==> config.mk <==
export PLATFORM = sky130hd
export DESIGN_NAME = subset_window_filter
export DESIGN_NICKNAME = d
export VERILOG_FILES = /design/src/rtl/subset_window_filter.sv
export SDC_FILE = /design/constraint.sdc
export NUM_CORES = 1
export LEC_CHECK = 0
export ABC_AREA = 1
export CAP_MARGIN = 5
export CORE_UTILIZATION = 68
export CTS_BUF_LIST = sky130_fd_sc_hd__clkbuf_16
export DETAILED_ROUTE_END_ITERATION = 7
export DONT_BUFFER_PORTS = 1
export PLACE_DENSITY = 0.84
export SKIP_LAST_GASP = 1
export SLEW_MARGIN = 20
export SYNTH_ARGS = -nofsm -noshare
export SYNTH_HDL_FRONTEND = slang
export SYNTH_SLANG_ARGS = --single-unit
==> constraint.sdc <==
create_clock -name clk -period 16.1 [get_ports clk]
set_input_delay 4.025 -clock clk [delete_from_list [all_inputs] [get_ports clk]]
set_output_delay 4.025 -clock clk [all_outputs]
set_load 0.05 [all_outputs]
==> src/rtl/subset_window_filter.sv <==
module subset_window_filter #(
  parameter int W     = 16,
  parameter int DEPTH = 16
) (
  input  logic         clk,
  input  logic         rst_n,
  input  logic         in_valid,
  input  logic [W-1:0] in_set,
  output logic         out_valid,
  output logic [W-1:0] out_set
);

  localparam logic [W-1:0] ALL_ONES = {W{1'b1}};

  logic [W-1:0]     win [DEPTH];
  logic [DEPTH-1:0] covered;
  logic             push;

  for (genvar g = 0; g < DEPTH; g++) begin : g_stage
    assign covered[g] = ((win[g] & in_set) == win[g]);

    if (g == 0) begin : g_head
      always_ff @(posedge clk) begin
        if (!rst_n)    win[g] <= ALL_ONES;
        else if (push) win[g] <= in_set;
      end
    end else begin : g_tail
      always_ff @(posedge clk) begin
        if (!rst_n)    win[g] <= ALL_ONES;
        else if (push) win[g] <= win[g-1];
      end
    end
  end

  assign push = in_valid && (covered == '0);

  always_ff @(posedge clk) begin
    if (!rst_n) begin
      out_valid <= 1'b0;
      out_set   <= '0;
    end else begin
      out_valid <= push;
      if (push) out_set <= in_set;
    end
  end

endmodule

== Word-level counts from Yosys, hierarchy flattened ==
Memories as Yosys holds them, arrays and structs flattened.
Index checks and enable logic that the tools add are counted.
W data, S select, Z words.
Operators by class
  eq/ne operators: 16
  mux-type cells: 20
  bitwise logic cells: 32
  reductions and logical operators: 2
Operators with widths (number)
  $and A16 B16 Y16: 16
  $eq A16 B16 Y1: 16
  $mux W16: 16
  $logic_not A16 Y1: 1
  $or A1 B1 Y1: 16
  $mux W1: 4
  $logic_and A1 B1 Y1: 1
Storage, ports and cells
  flip-flop bits (word level): 17
  RAM bits: 256
  output and inout bits: 17
  word-level logic and storage cells: 73
  memories: 1
Memories
  win: depth 16, width 16, read ports 16, clocked after Yosys merged registers in 0, write ports 16, line 15  | logic [W-1:0] win [DEPTH];

== Depth between registers and ports, before layout ==
Gate-level depths: netlist of the first run.
  word-level depth: 8
  mapped depth: 15

== Least setup slack after synthesis of the first run ==
OpenSTA, ideal clock, no wires.
  kind: input port to flip-flop
  from: input port in_set[7]
  to: memory win[0][0] (enable)
  setup time: 1.949 ns
  arrival time: 9.396 ns
  slack: 4.754 ns
  stages on the path: 13
  buffers on the path: 2
  cell sequence: buf_2 > inv_2 > nand2_1 > o21ai_0 > nor2_1 > nand2_1 > nor2_1 > nor2_1 > nand3_1 > nor2_4 > nand2_4 > clkbuf_1 > nand2_1
RTL lines
  start: declaration: line 8  | input logic [W-1:0] in_set,
  end: declaration: line 15

==> results.txt, run 1 <==
----------------------------------------------------
[CTS]
  Buffer depth of the longest clock path ... 3
  TritonCTS clock tree ... yes
  Postcts setup bufs ... 0
  Count of cells resized by post-cts repair ... 0
  Clock Tree Root ... sky130_fd_sc_hd__clkbuf_16
  Hold buffers post-CTS ... 0
  TritonCTS Sinks ... 273
  Clock Latency Late Sink ... 0.54 ns
  Total CTS buffers ... 27
  Clock edge transition at the registers on the reported setup and hold paths ... 0.06 ns
  H-tree level count ... 1

[Run]
  Max-capacitance violation count ... 0

[Layout]
  Antenna diode count ... 0
  Fill cell instance count of the final layout ... 1103
  Fraction of layout instances using a drive strength above 1 ... 0.04388
  Nets ... 1297
  Storage cell area ... 8028 sq um
  Combined area of the multi-input logic cells ... 2917 sq um
  Growth of design area from synthesis to finish ... 6.507%
  Final std cells w/o fill ... 1524

[Global routing]
  Antenna violations before repair ... 0
  Number of global-route vias before repair ... 7913
  Gr usage total ... 0.2757
  Global-route congestion overflow total ... 0
  Maximum number of pins on one net before global-route repair ... 258
  Wire length of the first global-routing pass ... 38520 um

[Pwr]
  Post-layout power ... 1434 uW
  Static Leak ... 0.006226 uW
  VDD IR max ... 94.85 uV
  Power density normalized to cell area ... 109.9 nW/um^2

[Logic synthesis]
  Unique masters post-synth ... 20
  Most frequently used cell type in the post-synthesis netlist ... sky130_fd_sc_hd__nand2_1
  Warnings, synthesis ... 0
  Most used flip-flop cell after synthesis ... sky130_fd_sc_hd__edfxtp_1
  Number of enable flip-flop cells after synthesis ... 256
  Cell area after synthesis ... 12250 sq um
  Post-Synthesis Net Count ... 1317
  Proportion of netlist area held by the largest area contributor ... 0.6276
  Post-synth top cells ... sky130_fd_sc_hd__nand2_1 (512), sky130_fd_sc_hd__edfxtp_1 (256), sky130_fd_sc_hd__inv_1 (246)
  Post-synthesis instance total ... 1298
  Cells taking the most area after synthesis ... sky130_fd_sc_hd__edfxtp_1 (63%), sky130_fd_sc_hd__nand2_1 (16%), sky130_fd_sc_hd__inv_1 (7.5%)
  Top cell type by total area after synthesis ... sky130_fd_sc_hd__edfxtp_1
  Synthesized area per cell ... 9.437 sq um
  Ys async rst share ... 0
  Synthesized flop and latch total ... 273
  Sequential share of the synthesized area ... 0.6554

[Route]
  Number of design rule violations left after detail routing ... 0
  Detailed-route wire length ... 25340 um
  Initial DRC count ... 1118
  Wire length per cell after detailed routing ... 16.63 um
  Total number of vias ... 8376
  Number of vias per cell ... 5.496
  First-pass DRT Iterations ... 5
  Remaining antenna violation count after routing ... 0

[Placed design]
  Total placed cells including tap cells ... 1474
  HPWL reported at the end of detailed placement ... 15640 um
  Number of port buffers ... 0
  GPL Wtd Cong ... 0.8027

[STA]
  RSZ-0062 raised after global routing ... no
  Tightest slew margin relative to the limit ... 0.2742
  Count of endpoints failing setup in the final report ... 0
  Timing-limited maximum frequency ... 0.1356 GHz
  Worst clock skew ... 0.01345 ns
  Slew at the pin closest to its max-slew limit ... 1.089 ns
  Setup Total Neg Slack ... 0 ns
  Number of endpoints with negative hold slack in the final report ... 0
  Final min period ... 7.374 ns
  Final worst path period share ... 0.4580
  Final max-slew violation count ... 0

[Floorplan]
  Starting utilization of the core area ... 0.7033
  Total die area ... 18550 sq um
  Die Height ... 136.2 um
  I/O pins ... 36
  Site Rows ... 48
  Core Area ... 17420 sq um
  Overall die width ... 136.2 um

[Hold path]
  Hold/Removal Path Class ... register to register

[Worst setup path]
  Slowest library cell on the worst path ... sky130_fd_sc_hd__nand2_4
  Critical-path cell list ... inv_1, nand2_1, o21ai_0, nor2_1, nand2_1, nor2_1, nor2_1, nand3_1, nor2_4, nand2_4, nand2_4, buf_12
  Cell occurring most often along the worst timing path ... sky130_fd_sc_hd__nor2_1
  Required time of the critical path ... 16.25 ns
  Critical path type ... input port to register
  Largest incremental delay on the critical path ... 0.76 ns
  R2r setup slk ... 11.96 ns
  Category of the worst setup path capture point ... register
  Arrival @ worst endpoint ... 7.52 ns
  Critical path peak fanout ... 181
  Setup crit start kind ... input port

[Outcome]
  Status ... finished clean

----------------------------------------------------
## layout by cell type, fill, tap and decap left out, drive strengths merged
cell type and instances:
buf 2, bufinv 1, clkbuf 27, clkinv 15, clkinvlp 1, dfxtp 17
edfxtp 256, inv 266, nand2 513, nand3 20, nand4 17, nor2 83
nor3 5, o2111ai 2, o211ai 5, o21ai 61, o22ai 8
## layer usage
metal | track usage | share of wire
met5 | 0 | 0
met4 | 0.1025 | 0.033
met3 | 0.04847 | 0.076
met2 | 0.4724 | 0.50
met1 | 0.3512 | 0.39
## flip-flops by register name (all words and copies together) (netlist names)
register   cells
out_set       16
out_valid      1
win          256
## cell type report
cell class	count	share of cell area
Sequential cell	273	0.6153
Clock buffer	27	0.05179
Clock inverter	23	0.009878
Tap cell	225	0.02158
Multi-Input combinational cell	714	0.2236
Timing Repair Buffer	2	0.003069
Inverter	260	0.07481
## per-stage QoR
stage / setup slack (ns) / utilization / hold WS (ns) / area [sq um]
2_1_floorplan: 4.754 / - / 0.4880 / 12250
3_3_place_gp: 8.373 / 0.7029 / 0.4912 / 12240
3_5_place_dp: 8.394 / 0.7029 / 0.4988 / 12240
4_1_cts: 8.922 / 0.7491 / 0.5140 / 13050
5_1_grt: 8.633 / 0.7491 / 0.5359 / 13050
6_report: 8.726 / 0.7491 / 0.5135 / 13050
## worst max-delay path, delay by kind of cell
family          cells  cell delay (ns)
buf+inv             2             0.83
simple gates        9             2.14
compound gates      1             0.18
## path summary, 6_finish.rpt
kind                                    to        from  depth (start not counted)
worst min-delay path            win[6][14]  win[5][30]                          2
worst max register to register  win[7][23]  win[1][13]                         11
worst min register to register  win[6][14]  win[5][30]                          2
worst max-delay path            win[7][23]  in_set[12]                         12
## report_power, final
part	internal [uW]	switching, uW
Clock	320	260
Sequential	779	11.7
Combinational	13.6	49.0
## cell families after synthesis
group,Yosys count,share of synthesized area
compound gates,76,0.03350
buf+inv,311,0.1072
flops,273,0.6554
simple gates,638,0.2040
(Power assumes the default switching activity.)
==> run 2, diff against run 1 <==
--- a/config.mk
+++ b/config.mk
@@ -7,11 +7,11 @@
 export LEC_CHECK = 0
 export ABC_AREA = 1
 export CAP_MARGIN = 5
-export CORE_UTILIZATION = 68
+export CORE_UTILIZATION = 64
 export CTS_BUF_LIST = sky130_fd_sc_hd__clkbuf_16
 export DETAILED_ROUTE_END_ITERATION = 7
 export DONT_BUFFER_PORTS = 1
-export PLACE_DENSITY = 0.84
+export PLACE_DENSITY = 0.8
 export SKIP_LAST_GASP = 1
 export SLEW_MARGIN = 20
 export SYNTH_ARGS = -nofsm -noshare
==> constraint.sdc (replaced) <==
create_clock -name clk -period 7.01 [get_ports clk]
set_input_delay 1.7525 -clock clk [delete_from_list [all_inputs] [get_ports clk]]
set_output_delay 1.7525 -clock clk [all_outputs]
set_load 0.05 [all_outputs]
==> run 2 against run 1 <==
Cell count grew 0.72%. Clock skew shrank 0.0056 ns. Core utilization shrank 5.1 points. Critical path type unchanged. Sequential cell count is the same. First-iteration DRC count shrank 15%. Combinational power grew 130%. Sequential share of layout area shrank 0.088 points. Worst setup slack lost 6.5 ns. Via count shrank 1.3%.
==> results.txt, run 2 (synthesis results as in run 1) <==
----------------------------------------------------
[Pwr]
  Combinational cell fraction of total power ... 0.045
  Post-layout power ... 3230 uW
  Part of the power in the clock network ... 0.392
  Internal power ... 2514 uW
  Power density normalized to cell area ... 247.2 nW/um^2
  Static Leak ... 0.006238 uW
  Part of the total power dissipated in sequential elements ... 0.562
  Net Sw Frac ... 0.2215
  Sw Pwr ... 715.4 uW
  VDD IR max ... 245.7 uV

[Layout]
  Top reg by flops ... win
  Growth of design area from synthesis to finish ... 6.660%
  Design area ... 13070 sq um
  Leading cell types in the layout, fill and taps excluded ... sky130_fd_sc_hd__nand2_1 (511), sky130_fd_sc_hd__edfxtp_1 (256), sky130_fd_sc_hd__inv_1 (254), sky130_fd_sc_hd__nor2_1 (80), sky130_fd_sc_hd__o21ai_0 (54)
  Most common library cell in the layout ignoring fill and taps ... sky130_fd_sc_hd__nand2_1
  Fraction of layout instances using a drive strength above 1 ... 0.04381
  Largest registers ... win (256), out_set (16), out_valid (1)
  Antenna diode count ... 0
  Max reg flops ... 256
  Nets ... 1301

[CTS]
  H-tree level count ... 1
  Clock Latency Late Sink ... 0.53 ns
  Hold buffers post-CTS ... 0
  Clock edge transition at the registers on the reported setup and hold paths ... 0.06 ns
  Clock Tree Root ... sky130_fd_sc_hd__clkbuf_16
  Postcts setup bufs ... 0
  Count of cells resized by post-cts repair ... 0
  TritonCTS Sinks ... 273
  TritonCTS clock tree ... yes
  Total CTS buffers ... 27
  Buffer depth of the longest clock path ... 3

[Placed design]
  Number of port buffers ... 0
  GPL Wtd Cong ... 0.8192
  HPWL reported at the end of detailed placement ... 16320 um
  Post-place instance area ... 12300 sq um

[Global routing]
  Wire length of the first global-routing pass ... 39000 um
  Maximum number of pins on one net before global-route repair ... 121
  Antenna violations before repair ... 0
  Global-route congestion overflow total ... 0
  Number of global-route vias before repair ... 7743
  Gr usage total ... 0.2585

[Worst setup path]
  Category of the worst setup path capture point ... register
  Setup crit start kind ... input port
  Start of the worst register-to-register path ... win[1][13]
  Critical path type ... input port to register
  R2r setup slk ... 3.14 ns
  Arrival @ worst endpoint ... 5.06 ns
  Largest incremental delay on the critical path ... 0.69 ns
  Kind of cell adding the most delay to the critical path ... simple AND/OR/NAND/NOR gates
  Slowest library cell on the worst path ... sky130_fd_sc_hd__nor2_4
  Critical path buffers and inverters ... 2
  Worst-case reg-to-reg path depth ... 12
  Destination of the worst register-to-register timing path ... win[6][23]
  Critical-path cell list ... inv_1, nand2_1, o21ai_0, nor2_1, nand2_1, nor2_1, nor2_1, nand3_1, nor2_4, nand2_4, nor2_4, buf_4, nand2_1
  Required time of the critical path ... 7.26 ns
  Critical path peak fanout ... 63

[Route]
  Number of design rule violations left after detail routing ... 0
  Detailed-routed wire length on met3 ... 1964 um
  Number of vias per cell ... 5.383
  Total routed wire length on the met1 layer ... 10190 um
  Detailed-route wire length ... 24760 um
  Total number of vias ... 8263
  Wire length per cell after detailed routing ... 16.13 um
  Remaining antenna violation count after routing ... 0
  Initial DRC count ... 949
  DR top layer ... met4
  Met2 wire length ... 11800 um
  First-pass DRT Iterations ... 6

[STA]
  Final hold slack ... 0.5130 ns
  Count of endpoints failing setup in the final report ... 0
  Final max-slew violation count ... 0
  Slew at the pin closest to its max-slew limit ... 0.9668 ns
  Timing-limited maximum frequency ... 0.2077 GHz
  Tightest slew margin relative to the limit ... 0.3555
  Setup Total Neg Slack ... 0 ns
  Worst clock skew ... 0.007865 ns
  Final min period ... 4.816 ns
  Final worst path period share ... 0.6870
  RSZ-0062 raised after global routing ... no
  Number of endpoints with negative hold slack in the final report ... 0

[Floorplan]
  Die Height ... 140.3 um
  Overall die width ... 140.3 um
  Total die area ... 19700 sq um
  I/O pins ... 36
  Starting utilization of the core area ... 0.6548
  Site Rows ... 50
  Core Area ... 18710 sq um

[Outcome]
  Status ... finished clean

[Hold path]
  Worst hold endpoint ... win[1][11]
  Hold/Removal Path Class ... register to register
  Hold path cells ... 2
  Worst Min Path Start ... win[0][27]

[Run]
  Max-capacitance violation count ... 0

----------------------------------------------------
run 2: changes by cell type in the layout (fill, tap and decap cells not counted):
cell,previous run,this run
sky130_fd_sc_hd__clkinv_2,6,5
sky130_fd_sc_hd__bufinv_16,1,0
sky130_fd_sc_hd__inv_1,251,254
sky130_fd_sc_hd__inv_6,1,0
sky130_fd_sc_hd__nand2_8,0,1
sky130_fd_sc_hd__nand2_4,2,1
sky130_fd_sc_hd__buf_12,2,3
sky130_fd_sc_hd__clkinv_1,9,8
sky130_fd_sc_hd__buf_4,0,3
sky130_fd_sc_hd__clkinvlp_4,1,0
run 2: worst max path at each step:
stage          startpoint  cells past startpoint  slack, ns    endpoint
2_1_floorplan   in_set[8]                     13       0.47   win[0][0]
3_3_place_gp   in_set[12]                     13       1.73  win[2][21]
3_5_place_dp   in_set[12]                     13       1.75  win[6][21]
4_1_cts        in_set[12]                     13       2.28   win[3][4]
5_1_grt        in_set[12]                     13       1.94  win[4][23]
6_report       in_set[12]                     13       2.19  win[6][23]
run 2: per-stage QoR:
step / utilization / std cells / worst slack [ns]
final: 0.6985 / 1535 / 2.194
after global routing: 0.6985 / 1535 / 1.943
after CTS: 0.6985 / 1535 / 2.280
after detailed placement: 0.6578 / 1487 / 1.753
after global placement: 0.6578 / 1487 / 1.731
after floorplan: - / 1298 / 0.4677
run 2: power groups by stage:
| stage | logic, uW | clock network, uW | registers [uW] |
|---|---|---|---|
| after detailed placement | 147 | 0 | 1850 |
| after CTS | 148 | 1270 | 1820 |
| after global placement | 144 | 0 | 1850 |
| final | 147 | 1270 | 1820 |
| after floorplan | 121 | 0 | 1860 |
| after global routing | 164 | 1340 | 1820 |
run 2: final cells by class:
type	instances	area (sq um)
multi-input combinational	714	2925
timing repair buffer	6	82.58
clock inverter	21	85.08
sequential	273	8028
fill	1399	5640
inverter	260	975.9
clock buffer	27	675.6
tap	234	292.8
run 2: tightest hold or removal path, stage by stage (launching register included):
cell and delay [ns]:
sky130_fd_sc_hd__edfxtp_1 0.32, sky130_fd_sc_hd__inv_1 0.04, sky130_fd_sc_hd__nand2_1 0.05
run 2: routing by layer:
metal | vias to the layer above | track usage
li1 | 3996 | -
met5 | - | 0
met2 | 300 | 0.4203
met1 | 3921 | 0.3538
met4 | 0 | 0.09485
met3 | 46 | 0.04308
==> run 3, diff against run 2 <==
--- a/config.mk
+++ b/config.mk
@@ -5,7 +5,7 @@
 export SDC_FILE = /design/constraint.sdc
 export NUM_CORES = 1
 export LEC_CHECK = 0
-export ABC_AREA = 1
+export ABC_AREA = 0
 export CAP_MARGIN = 5
 export CORE_UTILIZATION = 64
 export CTS_BUF_LIST = sky130_fd_sc_hd__clkbuf_16
==> constraint.sdc (replaced) <==
create_clock -name clk -period 4.5 [get_ports clk]
set_input_delay 1.125 -clock clk [delete_from_list [all_inputs] [get_ports clk]]
set_output_delay 1.125 -clock clk [all_outputs]
set_load 0.05 [all_outputs]
==> run 3 against run 2 <==
Critical path depth fell by 4. Sequential share of layout area decreased by 3.3 points. Clock-buffer cell count rose by 4. Global-route usage is 2.4 points higher. Synthesized area up 6.1%. Sequential cell count unchanged. Synthesized cell count shrank 29%. Wire length increased by 14%. Worst setup slack got worse by 0.98 ns.
==> results.txt, run 3 <==
----------------------------------------------------
[CTS]
  H-tree level count ... 1
  Clock edge transition at the registers on the reported setup and hold paths ... 0.06 ns
  Count of cells resized by post-cts repair ... 0
  TritonCTS clock tree ... yes
  Postcts setup bufs ... 0
  Total CTS buffers ... 28
  Clock Latency Late Sink ... 0.55 ns
  TritonCTS Sinks ... 273
  Hold buffers post-CTS ... 0
  Clock Tree Root ... sky130_fd_sc_hd__clkbuf_16
  Buffer depth of the longest clock path ... 3

[Logic synthesis]
  Top cell type by total area after synthesis ... sky130_fd_sc_hd__edfxtp_1
  Most frequently used cell type in the post-synthesis netlist ... sky130_fd_sc_hd__edfxtp_1
  Synthesized area per cell ... 14.14 sq um
  Post-Synthesis Net Count ... 938
  Proportion of netlist area held by the largest area contributor ... 0.5915
  Most used flip-flop cell after synthesis ... sky130_fd_sc_hd__edfxtp_1
  Post-synthesis instance total ... 919
  Cell area after synthesis ... 13000 sq um
  Unique masters post-synth ... 25
  Cells taking the most area after synthesis ... sky130_fd_sc_hd__edfxtp_1 (59%), sky130_fd_sc_hd__nand2b_2 (13%), sky130_fd_sc_hd__nor2b_1 (7.1%)
  Ys async rst share ... 0
  Number of enable flip-flop cells after synthesis ... 256
  Synthesized flop and latch total ... 273
  Post-synth top cells ... sky130_fd_sc_hd__edfxtp_1 (256), sky130_fd_sc_hd__nand2b_2 (200), sky130_fd_sc_hd__nor2b_1 (147)
  Sequential share of the synthesized area ... 0.6177
  Warnings, synthesis ... 0

[Worst setup path]
  Start of the worst register-to-register path ... win[0][15]
  Cell occurring most often along the worst timing path ... sky130_fd_sc_hd__nand4_1
  Origin of the worst setup path ... in_set[0]
  Arrival @ worst endpoint ... 3.56 ns
  Setup crit start kind ... input port
  Required time of the critical path ... 4.78 ns
  Critical path type ... input port to register
  Worst-case reg-to-reg path depth ... 8
  Category of the worst setup path capture point ... register
  Largest incremental delay on the critical path ... 0.43 ns
  Critical-path cell list ... inv_1, a2111oi_0, nand4_1, nand4_1, nor4_1, and3_4, buf_12, buf_4, nand2_1
  Critical path peak fanout ... 41
  Slowest library cell on the worst path ... sky130_fd_sc_hd__inv_1

[Global routing]
  Maximum number of pins on one net before global-route repair ... 61
  Number of global-route vias before repair ... 7240
  Gr usage total ... 0.2822
  Wire length of the first global-routing pass ... 42520 um
  Antenna violations before repair ... 0
  Global-route congestion overflow total ... 0

[Route]
  Total number of vias ... 7329
  Number of vias per cell ... 6.097
  Number of design rule violations left after detail routing ... 0
  First-pass DRT Iterations ... 5
  Remaining antenna violation count after routing ... 0
  Detailed-route wire length ... 28330 um
  Initial DRC count ... 782
  Wire length per cell after detailed routing ... 23.57 um

[STA]
  Number of endpoints with negative hold slack in the final report ... 0
  Worst Setup Slack, final ... 1.212 ns
  Final min period ... 3.288 ns
  Final worst path period share ... 0.7307
  Setup Total Neg Slack ... 0 ns
  RSZ-0062 raised after global routing ... no
  Slew at the pin closest to its max-slew limit ... 0.8317 ns
  Count of endpoints failing setup in the final report ... 0
  Worst clock skew ... 0.02901 ns
  Final max-slew violation count ... 0
  Timing-limited maximum frequency ... 0.3041 GHz
  Tightest slew margin relative to the limit ... 0.4312

[Hold path]
  Hold/Removal Path Class ... register to register
  Worst Min Path Start ... win[0][8]
  Hold path cells ... 1

[Placed design]
  Post-placement worst setup slack ... 0.7136 ns
  HPWL reported at the end of detailed placement ... 17780 um
  Number of port buffers ... 0
  GPL Wtd Cong ... 0.8612

[Layout]
  Max reg flops ... 256
  Top reg by flops ... win
  Largest registers ... win (256), out_set (16), out_valid (1)
  Core utilization of the finished layout ... 0.7021
  Most common library cell in the layout ignoring fill and taps ... sky130_fd_sc_hd__edfxtp_1
  Fraction of layout instances using a drive strength above 1 ... 0.2839
  Leading cell types in the layout, fill and taps excluded ... sky130_fd_sc_hd__edfxtp_1 (256), sky130_fd_sc_hd__nand2b_2 (200), sky130_fd_sc_hd__nor2b_1 (147), sky130_fd_sc_hd__a2111oi_0 (60), sky130_fd_sc_hd__nand2_1 (51)
  Growth of design area from synthesis to finish ... 6.181%
  Antenna diode count ... 0
  Nets ... 939

[Floorplan]
  I/O pins ... 36
  Core Area ... 19650 sq um
  Total die area ... 20880 sq um
  Die Height ... 144.5 um
  Starting utilization of the core area ... 0.6613
  Site Rows ... 51
  Overall die width ... 144.5 um

[Pwr]
  Post-layout power ... 5242 uW
  Power density normalized to cell area ... 379.9 nW/um^2
  VDD IR max ... 315.0 uV
  Static Leak ... 0.003908 uW

[Outcome]
  Status ... finished clean

[Run]
  Max-capacitance violation count ... 0

----------------------------------------------------
-- run 3: cell count changes after synthesis, moves of 19 or more --
cell / previous run / this run
sky130_fd_sc_hd__nand2b_1: 0 / 38
sky130_fd_sc_hd__nor2_1: 80 / 0
sky130_fd_sc_hd__nand3_1: 20 / 1
sky130_fd_sc_hd__inv_1: 246 / 18
sky130_fd_sc_hd__buf_4: 37 / 7
sky130_fd_sc_hd__o21ai_0: 54 / 0
sky130_fd_sc_hd__buf_12: 0 / 22
sky130_fd_sc_hd__and2b_1: 0 / 33
sky130_fd_sc_hd__nand2_1: 512 / 51
sky130_fd_sc_hd__a2111oi_0: 0 / 60
sky130_fd_sc_hd__nand2b_2: 0 / 200
sky130_fd_sc_hd__nor2b_1: 0 / 147
-- run 3: report_power, final --
part	leakage, uW	total, uW	switching (uW)	internal (uW)
clock	0.000443	2170	944	1230
combinational	0.00142	242	164	78.1
sequential	0.00205	2830	43.4	2790
-- run 3: area by class of cell --
class / count / area (sq um)
repair buffers: 20 / 262.8
inverters: 20 / 75.07
fillers: 1338 / 5854
flip-flops and latches: 273 / 8028
clock inverters: 16 / 76.32
multi-input cells: 577 / 4250
well taps: 265 / 331.6
clock buffers: 31 / 775.7
-- run 3: cell families after synthesis --
kind of cell,count (synthesis),synth area share
AO/OA/AOI/OAI,69,0.04515
AND/OR/NAND/NOR,492,0.2686
multiplexers,16,0.01232
buffers and inverters,69,0.05622
flip-flops,273,0.6177
-- run 3: per-stage QoR --
| stage | instances | hold WS, ns | instance area (sq um) |
|---|---|---|---|
| after CTS | 1202 | 0.5239 | 13800 |
| after floorplan | 919 | 0.4836 | 13000 |
| after global placement | 1155 | 0.5036 | 12950 |
| final | 1202 | 0.5239 | 13800 |
| after global routing | 1202 | 0.5355 | 13800 |
| after detailed placement | 1155 | 0.5070 | 12950 |
-- run 3: final timing paths --
check,slack (ns),end
worst max-delay path,1.21,win[0][0]
worst min-delay path,0.52,win[0][24]
worst max register to register,1.62,win[4][7]
worst min register to register,0.52,win[0][24]
-- run 3: layer usage --
layer / vias to the layer above / routed length (um) / global-route usage
met1: 3669 / 11890 / 0.3964
met4: 0 / 634 / 0.08144
met3: 53 / 2612 / 0.05894
li1: 3253 / - / -
met5: - / 0 / 0
met2: 354 / 13190 / 0.4453
-- run 3: critical path, delay by kind of cell --
kind                   cells  cell delay [ns]
AOI/OAI and AO/OA          1             0.33
buffers and inverters      3             0.95
and+or+nand+nor            5             1.13
